**src/rtl/rvtg_pkg.sv**
```systemverilog
package rvtg_pkg;
   typedef enum logic [1:0] {
      FT_GATE  = 2'd0,
      FT_DROP  = 2'd1,
      FT_EXTRA = 2'd2,
      FT_RSVD  = 2'd3
   } fault_e;

   typedef enum logic [1:0] {
      FILL_LOW  = 2'd0,
      FILL_HIGH = 2'd1,
      FILL_PRBS = 2'd2,
      FILL_RSVD = 2'd3
   } fill_e;

   localparam int unsigned PRBS_W = 16;
endpackage

```
**src/rtl/rvtg_prbs16.sv**
```systemverilog
module rvtg_prbs16 import rvtg_pkg::*; #(
   parameter logic [PRBS_W-1:0] SEED = 16'hACE1
) (
   input  logic              clk,
   input  logic              rst_n,
   input  logic              step,
   output logic [PRBS_W-1:0] state
);
   logic [PRBS_W-1:0] s_q;
   logic              fb;

   generate
      if (SEED == '0) begin : g_bad_seed
         $error("rvtg_prbs16: SEED must be nonzero");
      end
   endgenerate

   assign fb = s_q[15] ^ s_q[14] ^ s_q[12] ^ s_q[3];

   always_ff @(posedge clk or negedge rst_n) begin
      if (!rst_n) begin
         s_q <= SEED;
      end else if (step) begin
         s_q <= {s_q[PRBS_W-2:0], fb};
      end
   end

   assign state = s_q;
endmodule

```
**src/rtl/rvtg_first_one.sv**
```systemverilog
module rvtg_first_one #(
   parameter int unsigned W  = 16,
   localparam int unsigned IW = (W > 1) ? $clog2(W) : 1
) (
   input  logic [W-1:0]  vec,
   output logic [W-1:0]  onehot,
   output logic [IW-1:0] idx
);
   logic [W-1:0] seen;

   assign seen[0] = 1'b0;
   generate
      for (genvar gi = 1; gi < W; gi++) begin : g_chain
         assign seen[gi] = seen[gi-1] | vec[gi-1];
      end
   endgenerate

   assign onehot = vec & ~seen;

   always_comb begin
      idx = '0;
      for (int i = 0; i < W; i++) begin
         if (onehot[i]) idx = idx | IW'(i);
      end
   end
endmodule

```
**src/rtl/rvtg_vec_build.sv**
```systemverilog
module rvtg_vec_build import rvtg_pkg::*; #(
   parameter int unsigned N_LINES = 16
) (
   input  logic [N_LINES-1:0] mask,
   input  fault_e             fault,
   input  logic [N_LINES-1:0] pick,
   input  fill_e              fill,
   input  logic [PRBS_W-1:0]  rnd,
   output logic [N_LINES-1:0] vec
);
   logic [N_LINES-1:0] rnd_ext;
   logic [N_LINES-1:0] fillv;
   logic [N_LINES-1:0] fixed;
   logic [N_LINES-1:0] value;

   generate
      if (N_LINES == PRBS_W) begin : g_fill_same
         assign rnd_ext = rnd;
      end else begin : g_fill_wrap
         for (genvar gi = 0; gi < N_LINES; gi++) begin : g_bit
            assign rnd_ext[gi] = rnd[gi % PRBS_W];
         end
      end
   endgenerate

   always_comb begin
      unique case (fill)
         FILL_HIGH: fillv = '1;
         FILL_PRBS: fillv = rnd_ext;
         default:   fillv = '0;
      endcase
   end

   always_comb begin
      fixed = mask;
      value = mask;
      unique case (fault)
         FT_DROP:  value = mask & ~pick;
         FT_EXTRA: fixed = mask | pick;
         default:  ;
      endcase
   end

   assign vec = (value & fixed) | (fillv & ~fixed);
endmodule

```
**src/rtl/rvtg_gen.sv**
```systemverilog
module rvtg_gen import rvtg_pkg::*; #(
   parameter int unsigned       N_LINES = 16,
   parameter logic [PRBS_W-1:0] SEED    = 16'hACE1,
   localparam int unsigned      IW      = (N_LINES > 1) ? $clog2(N_LINES) : 1
) (
   input  logic               clk,
   input  logic               rst_n,
   input  logic               req_valid,
   input  logic               req_enum,
   input  logic [N_LINES-1:0] req_ctrl_mask,
   input  logic [IW-1:0]      req_target,
   input  logic [1:0]         req_fault,
   input  logic [IW-1:0]      req_line,
   input  logic [1:0]         req_fill,
   output logic               ready,
   output logic               out_valid,
   output logic [N_LINES-1:0] out_vec,
   output logic               out_invalid,
   output logic               out_last,
   output logic [IW-1:0]      out_line
);
   generate
      if (N_LINES < 2) begin : g_bad_lines
         $error("rvtg_gen: N_LINES must be at least 2");
      end
   endgenerate

   typedef enum logic {ST_IDLE, ST_RUN} st_e;

   st_e                st_q;
   logic [N_LINES-1:0] mask_q, rem_q;
   fault_e             fault_q;
   fill_e              fill_q;

   fault_e             req_ft;
   fill_e              req_fl;
   logic [N_LINES-1:0] line_dec, tgt_dec, cand;
   logic               tgt_hit, tgt_ok, line_ok;
   logic               single_bad, enum_bad;
   logic               run, accept, imm, imm_bad, emit, emit_bad, step;
   logic [N_LINES-1:0] pick_oh;
   logic [IW-1:0]      pick_idx;
   logic [N_LINES-1:0] b_mask, b_pick, built;
   fault_e             b_fault;
   fill_e              b_fill;
   logic [PRBS_W-1:0]  prbs_q;
   logic [IW-1:0]      line_out;
   logic               last_out;

   assign req_ft = fault_e'(req_fault);
   assign req_fl = fill_e'(req_fill);

   generate
      for (genvar gi = 0; gi < N_LINES; gi++) begin : g_dec
         assign line_dec[gi] = (req_line == IW'(gi));
         assign tgt_dec[gi]  = (req_target == IW'(gi));
      end
   endgenerate

   assign tgt_hit = |(req_ctrl_mask & tgt_dec);
   assign tgt_ok  = |tgt_dec;
   assign line_ok = |line_dec;

   always_comb begin
      single_bad = tgt_hit || !tgt_ok;
      unique case (req_ft)
         FT_DROP:  if (!line_ok || ~|(req_ctrl_mask & line_dec)) single_bad = 1'b1;
         FT_EXTRA: if (!line_ok || (line_dec == tgt_dec) ||
                       |(req_ctrl_mask & line_dec)) single_bad = 1'b1;
         FT_RSVD:  single_bad = 1'b1;
         default:  ;
      endcase
   end

   always_comb begin
      unique case (req_ft)
         FT_DROP:  cand = req_ctrl_mask;
         FT_EXTRA: cand = ~req_ctrl_mask & ~tgt_dec;
         default:  cand = '0;
      endcase
      enum_bad = tgt_hit || !tgt_ok || (req_ft == FT_RSVD) ||
                 ((req_ft != FT_GATE) && (cand == '0));
   end

   assign run      = (st_q == ST_RUN);
   assign ready    = !run;
   assign accept   = req_valid && !run;
   assign imm      = accept && (!req_enum || enum_bad || (req_ft == FT_GATE));
   assign imm_bad  = req_enum ? enum_bad : single_bad;
   assign emit     = run || imm;
   assign emit_bad = !run && imm_bad;
   assign step     = emit && !emit_bad;

   rvtg_first_one #(.W(N_LINES)) pick_i (
      .vec    (rem_q),
      .onehot (pick_oh),
      .idx    (pick_idx)
   );

   assign b_mask  = run ? mask_q  : req_ctrl_mask;
   assign b_fault = run ? fault_q : req_ft;
   assign b_fill  = run ? fill_q  : req_fl;
   assign b_pick  = run ? pick_oh : line_dec;

   rvtg_vec_build #(.N_LINES(N_LINES)) build_i (
      .mask  (b_mask),
      .fault (b_fault),
      .pick  (b_pick),
      .fill  (b_fill),
      .rnd   (prbs_q),
      .vec   (built)
   );

   rvtg_prbs16 #(.SEED(SEED)) prbs_i (
      .clk   (clk),
      .rst_n (rst_n),
      .step  (step),
      .state (prbs_q)
   );

   always_comb begin
      if (run) begin
         line_out = pick_idx;
         last_out = ((rem_q & ~pick_oh) == '0);
      end else begin
         line_out = (imm_bad || (req_ft == FT_GATE)) ? '0 : req_line;
         last_out = 1'b1;
      end
   end

   always_ff @(posedge clk or negedge rst_n) begin
      if (!rst_n) begin
         st_q        <= ST_IDLE;
         mask_q      <= '0;
         rem_q       <= '0;
         fault_q     <= FT_GATE;
         fill_q      <= FILL_LOW;
         out_valid   <= 1'b0;
         out_vec     <= '0;
         out_invalid <= 1'b0;
         out_last    <= 1'b0;
         out_line    <= '0;
      end else begin
         out_valid   <= emit;
         out_invalid <= emit && emit_bad;
         out_last    <= emit && last_out;
         if (emit) begin
            out_vec  <= emit_bad ? '0 : built;
            out_line <= line_out;
         end
         if (run) begin
            rem_q <= rem_q & ~pick_oh;
            if (last_out) st_q <= ST_IDLE;
         end else if (accept && !imm) begin
            st_q    <= ST_RUN;
            mask_q  <= req_ctrl_mask;
            rem_q   <= cand;
            fault_q <= req_ft;
            fill_q  <= req_fl;
         end
      end
   end
endmodule

```
**config.mk**
```make
export PLATFORM = sky130hd
export DESIGN_NAME = rvtg_gen
export DESIGN_NICKNAME = d
export VERILOG_FILES = /design/src/rtl/rvtg_pkg.sv /design/src/rtl/rvtg_prbs16.sv /design/src/rtl/rvtg_first_one.sv /design/src/rtl/rvtg_vec_build.sv /design/src/rtl/rvtg_gen.sv
export SDC_FILE = /design/constraint.sdc
export NUM_CORES = 1
export LEC_CHECK = 0
export BUFFER_PORTS_ARGS = -buffer_cell sky130_fd_sc_hd__buf_2
export CAP_MARGIN = 20
export CORE_ASPECT_RATIO = 1.2
export CORE_MARGIN = 1
export CORE_UTILIZATION = 55
export CTS_CLUSTER_SIZE = 16
export DETAILED_ROUTE_END_ITERATION = 6
export PLACE_DENSITY = 0.75
export SETUP_SLACK_MARGIN = 0.02
export SYNTH_ARGS = -nofsm -noshare
export SYNTH_HDL_FRONTEND = slang
export SYNTH_HIERARCHICAL = 1
export SYNTH_SLANG_ARGS = --single-unit
```
**constraint.sdc**
```tcl
create_clock -name clk -period 4 [get_ports clk]
set_input_delay 0.8 -clock clk [delete_from_list [all_inputs] [get_ports clk]]
set_output_delay 0.8 -clock clk [all_outputs]
set_load 0.1 [all_outputs]
```
Word level (Yosys, flattened, before mapping)
Cells that the tools add are included.
{"block": "op_classes", "eq_ne": 38, "n_bitwise": 34, "mux": 36, "n_reduce_logical": 37}
{"cell": "bitwise AND 16 bit", "n": 8}
{"cell": "2-to-1 mux 16 bit", "n": 7}
{"cell": "inverter 16 bit", "n": 6}
{"cell": "equality test 4 bit, second input constant", "n": 16}
{"cell": "one-hot mux 16 bit (2 select lines)", "n": 2}
{"cell": "OR reduction 16 bit", "n": 4}
{"cell": "2-to-1 mux 4 bit", "n": 10}
{"cell": "equality test 4 x 3 -> 1 bit, second input constant", "n": 8}
{"cell": "logical NOT 16 bit", "n": 2}
{"cell": "OR 16 bit", "n": 2}
{"cell": "equality test 16 bit", "n": 1}
{"cell": "equality test 4 x 2 -> 1 bit, second input constant", "n": 4}
{"cell": "OR 1 bit", "n": 14}
{"cell": "2-to-1 mux 3 bit", "n": 4}
{"cell": "logical OR 1 bit", "n": 10}
{"cell": "equality test 2 bit, second input constant", "n": 4}
{"cell": "equality test 4 x 1 -> 1 bit, second input constant", "n": 2}
{"cell": "logical AND 1 bit", "n": 8}
{"cell": "logical NOT 4 bit", "n": 2}
{"cell": "2-to-1 mux 1 bit", "n": 8}
{"cell": "2-to-1 mux 2 bit", "n": 4}
{"cell": "logical NOT 1 bit", "n": 7}
{"cell": "equality test 2 x 1 -> 1 bit, second input constant", "n": 3}
{"cell": "nonzero test 2 bit", "n": 2}
{"cell": "5 further kinds", "n": 7}
{"block": "totals", "register_bits": 76, "in_bits": 32, "word_cells": 156}

Longest topological paths before layout
{"block": "logic_depth", "word_depth": 32, "mapped_depth": 14, "depth_no_buf": 11}

By module
The synthesis kept the hierarchy.
{"mod": "rvtg_gen", "seq_area_each_um2": 1501.4, "instances": 1, "cells_each": 494, "area_each_um2": 4568.1}
{"mod": "rvtg_prbs16", "seq_area_each_um2": 410.4, "instances": 1, "cells_each": 38, "area_each_um2": 675.6}
{"mod": "rvtg_vec_build", "seq_area_each_um2": 0.0, "instances": 1, "cells_each": 80, "area_each_um2": 628.1}
{"mod": "rvtg_first_one", "seq_area_each_um2": 0.0, "instances": 1, "cells_each": 51, "area_each_um2": 335.3}

Worst setup path after synthesis
OpenSTA, ideal clock, no wires.
{"block": "synth_path", "path_type": "input-to-reg", "startpoint": "input port req_fault[0]", "endpoint": "register prbs_i.s_q[4] (netlist: prbs_i/state[4])", "slack_ns": 0.775, "stages": 13, "setup_time_ns": 0.125, "n_path_buf": 4, "arrival_ns": 3.100, "path_cell_list": "inv_1 -> ha_1 -> and2_1 -> clkbuf_1 -> a221oi_2 -> o21ai_1 -> a221oi_1 -> o31a_1 -> o211ai_4 -> buf_6 -> buf_6 -> buf_12 -> mux2_4"}
{"block": "synth_via", "elab_chain_cells": 10, "word_cells_on_any_way": 19}
{"element": "start, declared", "line_no": "rvtg_gen.sv:12", "text": "input logic [1:0] req_fault,"}
{"element": "equality test 2 bit / equality test 2 x 1 -> 1 bit (equally long branches)", "line_no": "rvtg_gen.sv:66, rvtg_gen.sv:76"}
{"element": "one-hot mux 16 bit (2 select lines)", "line_no": "rvtg_gen.sv:76", "text": "unique case (req_ft)"}
{"element": "logical NOT 16 bit", "line_no": "rvtg_gen.sv:82", "text": "((req_ft != FT_GATE) && (cand == '0));"}
{"element": "logical AND 1 bit", "line_no": "rvtg_gen.sv:82"}
{"element": "logical OR 1 bit", "line_no": "rvtg_gen.sv:81", "text": "enum_bad = tgt_hit || !tgt_ok || (req_ft == FT_RSVD) ||"}
{"element": "logical OR 1 bit (2 in series)", "line_no": "rvtg_gen.sv:88", "text": "assign imm = accept && (!req_enum || enum_bad || (req_ft == FT_GATE));"}
{"element": "logical AND 1 bit", "line_no": "rvtg_gen.sv:88"}
{"element": "logical OR 1 bit", "line_no": "rvtg_gen.sv:90", "text": "assign emit = run || imm;"}
{"element": "logical AND 1 bit *", "line_no": "rvtg_gen.sv:92", "text": "assign step = emit && !emit_bad;"}
{"element": "net step", "line_no": "rvtg_gen.sv:40", "text": "logic run, accept, imm, imm_bad, emit, emit_bad, step;"}
{"element": "end signal, assigned", "line_no": "rvtg_prbs16.sv:24", "text": "s_q <= {s_q[PRBS_W-2:0], fb};"}
{"element": "end, declared", "line_no": "rvtg_prbs16.sv:9", "text": "logic [PRBS_W-1:0] s_q;"}
Mark *: on every way through the listed nets, which the timed path passes. The rest lies on a longest branch.
A chain may end at the register's enable or synchronous reset.

Worst setup path after layout
{"block": "layout_path", "startpoint": "input port req_target[3]", "endpoint": "register out_vec[9]"}
{"block": "layout_via", "elab_chain_cells": 11, "word_cells_on_any_way": 41}
{"element": "start, declared", "line_no": "rvtg_gen.sv:11", "text": "input logic [IW-1:0] req_target,"}
{"element": "branches (longest 11 deep; another with bitwise AND 16 bit)"}
{"element": "end signal, assigned", "line_no": "rvtg_gen.sv:148", "text": "out_vec <= emit_bad ? '0 : built;"}
{"element": "end, declared", "line_no": "rvtg_gen.sv:17", "text": "output logic [N_LINES-1:0] out_vec,"}
Several ways; the timed one is not identified.

==> flow_summary.ini <==
[run_status]
outcome = complete, no violations

[logic_synthesis]
ys.flop_type = dfrtp_1
synth_nets = 701
synth-warning-count = 6
ys_ff_latch = 76
seq_area_frac_synth_pct = 30.8
netlist_instances = 663
synth_edf_count = 0
async_flop_share_pct = 100
synthDistinctLibCells = 88
syn_area_per_cell_um2 = 9.36
syn_area_um2 = 6210

[global_routing]
gr-total-overflow = 0
grt_max_degree = 77
grt_pass1_wl_um = 28800
antenna_found_initial = 0
grt_pass1_vias = 5188
track_usage_pct = 32.5

[cts]
cts_resized = 0
clock_latency_ps = 350
numCtsBuffers = 9
clockBufferDepth = 2
clk_pin_slew_ps = 70
cts_root_buf = clkbuf_16
clock_sinks = 76
cts_htree_levels = 3
ctsHoldBuffers = 0
cts_tree = built
post_cts_buffers = 0

[critical_path]
critical_path.max_stage_delay_ps = 870
path_buf_inv = 2
path_cells = buf_2 > mux2i_1 > o311ai_1 > a221oi_2 > nand4_2 > o41ai_1 > and2_1 > buf_4 > a22o_1
cp.required_ps = 4290
crit_slowest_cell = o41ai_1
start_kind = input port
path_class = in -> reg
cp_max_fo = 33
cp.arrival_ps = 3920
cp-end-kind = flop
reg2reg_from = rem_q[0]$_DFFE_PN0P_
cpLargestDelayFamily = compound AO/OA/AOI/OAI gates
crit_start = req_target[3]

[cells_and_area]
fillers = 960
regArea_um2 = 1910
multi_input_area_um2 = 3830
areaGrowthSynthToFinish_pct = 8.26
num-nets-final = 720
antennaDiodeCount = 0
drive_gt1_share_pct = 28.8
fin_area_um2 = 6720

[routing]
finalWirelength_um = 18400
drt_iter0_drc = 495
vias = 5530
viasPerCell = 6.75
remaining_drc_errors = 0
avgRoutedWirePerCell_um = 22.4
ant_nets = 0
dr.pass1.iters = 5

[die]
initial_core_util_pct = 56.2
dieArea_um2 = 11700
design.core.area_um2 = 11000
fp.dieW_um = 99.0
num_rows = 42
dieHeight_um = 118
io_pins = 56

[timing]
worstMarginPinSlew_ps = 1020
relSlewSlack_pct = 31.9
skew_ps = 11.6
setup_tns_ps = 0
slew_violations = 0
hold_violations = 0
fmaxAchievable_ghz = 0.275
fin_hold_ws_ps = 425
setup_viol = 0
rsz0062_at_grt = false
min_period_ps = 3630
period_share_pct = 90.8

[power]
p_per_area_nw_per_um2 = 773
leakagePower_uw = 0.00272
vdd_drop_max_uv = 606
power.total_uw = 5190

[place]
port_buffers = 55
dp_hpwl_um = 13100
gp_congestion = 0.985
placed_cell_area_um2 = 6390

[min_path]
hp-class = in -> async

[flow_run]
cap_violations = 0
==> through the flow <==
stage / util, % / setup WS [ps] / instances
finish: 60.9 / 369 / 819
CTS: 60.7 / 426 / 818
global route: 60.9 / 223 / 819
detailed placement: 57.9 / 86.1 / 802
floorplan: - / 775 / 663
global placement: 57.9 / 142 / 802
==> worst reg2reg max path: stages (launching register included) <==
cell and delay (ps):
dfrtp_1 520, nor4_2 410, nand2_2 150, or2_1 270, nor3b_1 480, nand2b_1 180
o2111ai_1 120, nor4_1 440, nand2_1 90, o21ai_0 90
==> cells in the mapped netlist (all sizes together) (8+ instances only) <==
cell    count  share of area, %
a211oi     20               3.2
a21oi      37               3.1
a221oi      9               1.9
a22o       24               3.4
and2       10               1.0
buf        41               4.7
clkbuf     25               1.7
dfrtp      68                27
dfstp       8               3.4
inv        19               1.1
mux2       55                10
mux2i      22               3.5
nand2      47               2.9
nand2b     20               2.0
nand3      21               1.9
nand4       8              0.91
nor2       32               2.0
nor3       16               1.3
nor3b       9               1.2
nor4       12               1.8
o21a       17               2.1
o21ai      17               1.4
o31ai      16               1.9
==> flip-flops by register name (all words and copies together) (netlist names) <==
signal,count
mask_q,16
out_vec,16
prbs_i/state,16
rem_q,16
out_line,4
fault_q,2
fill_q,2
out_invalid,1
out_last,1
out_valid,1
run,1
==> path summary, 6_finish.rpt <==
check | endpoint | slack [ps] | cells after the start
setup / recovery | out_vec[9]$_DFFE_PN0N_ | 370 | 9
hold / removal | out_invalid$_DFF_PN0_ | 430 | 1
setup reg to reg | out_last$_DFF_PN0_ | 1180 | 9
hold reg to reg | mask_q[4]$_DFFE_PN0P_ | 500 | 1
max in group asynchronous | out_line[3]$_DFFE_PN0N_ | 2990 | 2
min in group clk | mask_q[4]$_DFFE_PN0P_ | 500 | 1
==> cells by family after synthesis <==
kind of cell / synth area share (%)
AND/OR/NAND/NOR: 20.8
XOR/XNOR: 1.13
buffers and inverters: 7.60
flip-flops: 30.8
adder cells (fa/ha/maj): 1.21
AO/OA/AOI/OAI: 24.5
multiplexers: 14.0
==> routing by layer <==
layer | part of all wire (%) | up-vias | global-route usage (%)
met1 | 41 | 2737 | 42.5
li1 | - | 2533 | -
met4 | 3.6 | 0 | 13.9
met3 | 6.1 | 41 | 5.44
met2 | 49 | 219 | 52.8
met5 | 0 | - | 0
==> cell usage in the layout, fill, tap and decap left out, drive strengths merged, types with 4 or more instances in the layout <==
master	instances
nand3	21
a21oi	37
nor3b	9
a311oi	5
nor2	32
ha	6
a31oi	6
nand2b	20
a211oi	20
inv	22
o21ai	17
or3	4
o21a	17
nor2b	6
dfstp	8
nor4	12
clkbuf	9
nand2	47
a221o	4
nor3	16
o2111ai	4
buf	74
mux2	55
mux2i	22
o31ai	16
a221oi	9
nand3b	5
a22o	24
xnor2	6
dfrtp	68
and2	10
and3	5
nor4b	5
o41ai	6
nand4	8
==> where the power goes <==
part           switching (µW)  leakage, µW  total, µW  internal (µW)
clock                     369     0.000148        862            492
combinational            1880      0.00162       2870            992
sequential                318     0.000945       1460           1140
total                    2570      0.00272       5190           2630
==> area by class of cell <==
class                   instances  area share (%)
clock inverters                 7            1.19
clock buffers                   9            3.35
well taps                     132            2.46
repair buffers                 74            6.44
multi-input cells             502            57.0
inverters                      19            1.06
flip-flops and latches         76            28.5
(Power assumes the default switching activity.)
